<file path="src/rtl/gray_cycle_pkg.sv">
package gray_cycle_pkg;

  localparam int CODE_W   = 3;
  localparam int CYCLE_LEN = 2 * CODE_W;

  typedef logic [CODE_W-1:0] code_t;

  // Strobes from control to datapath.
  typedef struct packed {
    code_t toggleMask;  // bits to flip on this edge
    logic  clearAll;    // force the register to zero (recovery)
  } strobe_t;

  // Code with the lowest k bits set.
  function automatic code_t lowFill(input int k);
    code_t v;
    v = '0;
    for (int j = 0; j < CODE_W; j++) begin
      if (j < k) v[j] = 1'b1;
    end
    return v;
  endfunction

  // Code held at position r of the cycle.
  function automatic code_t codeAt(input int r);
    if (r < CODE_W) return lowFill(r);
    return ~lowFill(r - CODE_W);
  endfunction

  function automatic logic isValid(input code_t c);
    logic hit;
    hit = 1'b0;
    for (int r = 0; r < CYCLE_LEN; r++) begin
      if (codeAt(r) == c) hit = 1'b1;
    end
    return hit;
  endfunction

  // Successor in the cycle, by position lookup.
  function automatic code_t stepOf(input code_t c);
    code_t n;
    n = '0;
    for (int r = 0; r < CYCLE_LEN; r++) begin
      if (codeAt(r) == c) n = codeAt((r + 1) % CYCLE_LEN);
    end
    return n;
  endfunction

endpackage

</file>
<file path="src/rtl/gray_cycle_ctrl.sv">
module gray_cycle_ctrl
  import gray_cycle_pkg::*;
(
  input  code_t   curCode,
  input  logic    advance,
  output strobe_t strobes
);

  logic [CODE_W-1:0] flipHere;
  logic [CODE_W-1:0] legalHit;

  // Bit i flips when leaving the low-filled code with i ones,
  // or its complement.
  for (genvar i = 0; i < CODE_W; i++) begin : g_bit
    code_t trigLow;
    assign trigLow     = lowFill(i);
    assign flipHere[i] = (curCode == trigLow) || (curCode == ~trigLow);
    assign legalHit[i] = flipHere[i];
  end

  logic inCycle;
  assign inCycle = |legalHit;

  always_comb begin
    strobes.clearAll   = ~inCycle;
    strobes.toggleMask = (advance && inCycle) ? flipHere : '0;
  end

endmodule

</file>
<file path="src/rtl/gray_cycle_dp.sv">
module gray_cycle_dp
  import gray_cycle_pkg::*;
#(
  parameter code_t RESET_CODE = '0
) (
  input  logic    clk,
  input  logic    rst,
  input  strobe_t strobes,
  output code_t   stateQ
);

  always_ff @(posedge clk) begin
    if (rst) begin
      stateQ <= RESET_CODE;
    end else if (strobes.clearAll) begin
      stateQ <= '0;
    end else begin
      stateQ <= stateQ ^ strobes.toggleMask;
    end
  end

endmodule

</file>
<file path="src/rtl/gray_cycle_gen.sv">
module gray_cycle_gen
  import gray_cycle_pkg::*;
#(
  parameter code_t RESET_CODE = '0
) (
  input  logic              clk,
  input  logic              rst,
  input  logic              advance,
  output logic [CODE_W-1:0] seqCode
);

  strobe_t strobes;
  code_t   stateQ;

  gray_cycle_ctrl u_ctrl (
    .curCode (stateQ),
    .advance (advance),
    .strobes (strobes)
  );

  gray_cycle_dp #(.RESET_CODE(RESET_CODE)) u_dp (
    .clk     (clk),
    .rst     (rst),
    .strobes (strobes),
    .stateQ  (stateQ)
  );

  assign seqCode = stateQ;

endmodule

</file>
<file path="config.mk">
export PLATFORM = sky130hd
export DESIGN_NAME = gray_cycle_gen
export DESIGN_NICKNAME = d
export VERILOG_FILES = /design/src/rtl/gray_cycle_pkg.sv /design/src/rtl/gray_cycle_ctrl.sv /design/src/rtl/gray_cycle_dp.sv /design/src/rtl/gray_cycle_gen.sv
export SDC_FILE = /design/constraint.sdc
export NUM_CORES = 1
export LEC_CHECK = 0
export BUFFER_PORTS_ARGS = -buffer_cell sky130_fd_sc_hd__buf_2
export CAP_MARGIN = 40
export CORE_AREA = 5 5 42 44
export CTS_CLUSTER_DIAMETER = 40
export DETAILED_ROUTE_END_ITERATION = 8
export DIE_AREA = 0 0 47 49
export GPL_ROUTABILITY_DRIVEN = 0
export SLEW_MARGIN = 20
export SYNTH_ARGS = -nofsm -noshare
export SYNTH_HDL_FRONTEND = slang
export SYNTH_SLANG_ARGS = --single-unit
</file>
<file path="constraint.sdc">
create_clock -name clk -period 3 [get_ports clk]
set_clock_uncertainty 0.2 [all_clocks]
set_input_delay 0.15 -clock clk [delete_from_list [all_inputs] [get_ports clk]]
set_output_delay 0.15 -clock clk [all_outputs]
set_load 0.1 [all_outputs]
</file>
==> metrics.txt <==
Crit. End Element=primary output; leakage power total=0.09624 nW; headroom to the max-slew limit=67.74%; Antenna Diode Count=0; layout cell share with drive strength beyond 1=38.46%; DR WL/cell=7.976 um; top cell type by total area after synthesis=sky130_fd_sc_hd__dfxtp_1; RSZ-0062 raised after global routing=no; level count of the clock H-tree=1; average cell area after synthesis=9.092 um^2; Finish-stage setup viols=0; cell type of the slowest stage on the worst timing path=sky130_fd_sc_hd__buf_2; site row count=14; synthesized cell area=136.4 um^2; clock network latency to the later pin of the worst-skew pair=0.23 ns; Synth Instances=15; grt ovf=0; Bufs on Longest Clock Path=2; post-synthesis register bit count=3; DRC violation count after routing=0; Die Y-Extent=49 um; type of the worst setup path=flip-flop to primary output; Sinks on Clock Net=3; measured slew at the worst slew-check pin=0.4872 ns; capture point of the worst path=seqCode[0]; register name with the most flops=u_dp.stateQ; area taken by multi-input logic gates=72.57 um^2; post-route total power=0.0001369 W; Critical Path Fanout Max=6; flip-flop count of the largest register after layout=3; vias in the first global route=128; max incr delay on CP=0.46 ns; max_cap viols=0; launch point of the worst path=u_dp.stateQ[0]$_SDFF_PP0_; CTS tree=done; share of the clock period used by the worst path after layout=47.41%; Crit path max-delay family=buffers and inverters; die area=2303 um^2; pwr dens=601.1 nW/um^2; number of warnings issued by yosys=0; clock-pin slew of the registers on the worst-case setup and hold paths=0.04 ns; Critical Path, Cell by Cell=buf_2; number of distinct standard cells referenced by the synthesized netlist=9; share of synthesized area occupied by flip-flops and latches=44.04%; startpoint of the worst hold path=u_dp.stateQ[0]$_SDFF_PP0_; Fin. Hold Viols=0; worst path bufs/invs=1; largest cells by area after synthesis=sky130_fd_sc_hd__dfxtp_1, sky130_fd_sc_hd__and2b_2, sky130_fd_sc_hd__a21oi_1; Total Nets Final=30; setup TNS=0 ns; Synth-to-Final Area Change=66.97%; RR Startpoint=u_dp.stateQ[0]$_SDFF_PP0_; Detailed Routing Iterations Pass 1=2; effective utilization at floorplan=9.732%; footprint of the flip-flops and latches=60.06 um^2; min cycle time layout=1.422 ns; final-layout fill cell count=169; cts bufs inserted=3; initial drt markers=1; Ports=6; arrival time of the worst setup path=1.07 ns; outcome=finished, final reports clean; hold slack final=0.3321 ns; aggregate global-route resource usage=3.941%; number of cells on the critical path=1; number of max-slew violations in the final report=0; Peak VDD IR=147.4 uV; vias after detailed routing=150; reg2reg end=u_dp.stateQ[2]$_SDFF_PP0_; Worst Hold Class=flip-flop to flip-flop; slack of the worst reg-to-reg path=1.83 ns; Synth Net Count=18; largest net degree at the start of global routing=7; root buffer selected by CTS=sky130_fd_sc_hd__clkbuf_4; antenna violations before repair=0; Die W=47 um; top flop regs=u_dp.stateQ: 3 flops; total wirelength of the detailed-routed design=335 um; depth of the worst register-to-register path=3; first-pass GRT wire length=531 um; number of nets still failing antenna checks after routing=0; Startpoint Class=flip-flop; area inside the core boundary=1401 um^2; required time worst endpoint=2.65 ns; Peak Freq=703.1 MHz; IO Port Bufs=5; post-synth top area share=44.04%; DR vias/cell=3.571
==> logic make-up after synthesis <==
kind of cell           after synthesis  share of synthesized area [%]
AND/OR/NAND/NOR                      5                          28.44
AO/OA/AOI/OAI                        6                          24.77
buffers and inverters                1                          2.750
flip-flops                           3                          44.04
==> worst min-delay path by stage <==
stage,to,cells after the start
3_5_place_dp,u_dp.stateQ[0]$_SDFF_PP0_,2
2_1_floorplan,u_dp.stateQ[0]$_SDFF_PP0_,1
6_report,u_dp.stateQ[1]$_SDFF_PP0_,2
3_3_place_gp,u_dp.stateQ[0]$_SDFF_PP0_,2
4_1_cts,u_dp.stateQ[1]$_SDFF_PP0_,2
5_1_grt,u_dp.stateQ[2]$_SDFF_PP0_,1
==> layout by cell type (no fill, tap or decap) <==
| cell | Yosys | layout |
|---|---|---|
| sky130_fd_sc_hd__inv_1 | 1 | 1 |
| sky130_fd_sc_hd__o41ai_1 | 1 | 1 |
| sky130_fd_sc_hd__buf_2 | 0 | 5 |
| sky130_fd_sc_hd__dlygate4sd3_1 | 0 | 2 |
| sky130_fd_sc_hd__and2b_2 | 2 | 2 |
| sky130_fd_sc_hd__a21oi_1 | 3 | 3 |
| sky130_fd_sc_hd__o21ai_0 | 2 | 2 |
| sky130_fd_sc_hd__dfxtp_1 | 3 | 3 |
| sky130_fd_sc_hd__nand3_1 | 1 | 1 |
| sky130_fd_sc_hd__nand3b_1 | 1 | 1 |
| sky130_fd_sc_hd__or3b_1 | 1 | 1 |
| sky130_fd_sc_hd__clkbuf_4 | 0 | 3 |
| sky130_fd_sc_hd__clkbuf_1 | 0 | 1 |
==> area by class of cell <==
class | instances | area share [%]
well taps | 16 | 8.791
flip-flops and latches | 3 | 26.37
multi-input cells | 11 | 31.87
inverters | 1 | 1.648
clock buffers | 4 | 11.54
repair buffers | 7 | 19.78
==> routing by layer <==
layer / up-vias / global-route usage, % / share of wire, %
met5: - / 0 / 0
met4: 0 / 4.147 / 0
met3: 0 / 5.535 / 14
met2: 6 / 3.394 / 38
met1: 66 / 3.728 / 47
li1: 78 / - / -
==> through the flow <==
| stage | setup WS (ns) | util, % | area (um^2) | cells |
|---|---|---|---|---|
| global route | 1.533 | 16.25 | 227.7 | 42 |
| detailed placement | 1.822 | 12.95 | 181.4 | 36 |
| floorplan | 1.176 | - | 136.4 | 15 |
| CTS | 1.567 | 16.25 | 227.7 | 42 |
| global placement | 1.832 | 12.95 | 181.4 | 36 |
| finish | 1.578 | 16.25 | 227.7 | 42 |
==> power breakdown <==
| group | internal [W] | switching (W) |
|---|---|---|
| Clock | 0.0000497 | 0.0000190 |
| Sequential | 0.0000420 | 0.00000209 |
| Combinational | 0.00000633 | 0.0000177 |
| Total | 0.0000981 | 0.0000388 |
==> cell usage after synthesis <==
library cell	number
sky130_fd_sc_hd__a21oi_1	3
sky130_fd_sc_hd__and2b_2	2
sky130_fd_sc_hd__dfxtp_1	3
sky130_fd_sc_hd__inv_1	1
sky130_fd_sc_hd__nand3_1	1
sky130_fd_sc_hd__nand3b_1	1
sky130_fd_sc_hd__o21ai_0	2
sky130_fd_sc_hd__o41ai_1	1
sky130_fd_sc_hd__or3b_1	1
==> timing repair <==
action / in CTS / in global routing
setup buffers: 0 / 0
resized for setup: 0 / 0
endpoints found under the setup margin: 0 / 0
hold buffers: 2 / 0
endpoints found under the hold margin: 3 / 0
Power figures use the tool's default switching activity.
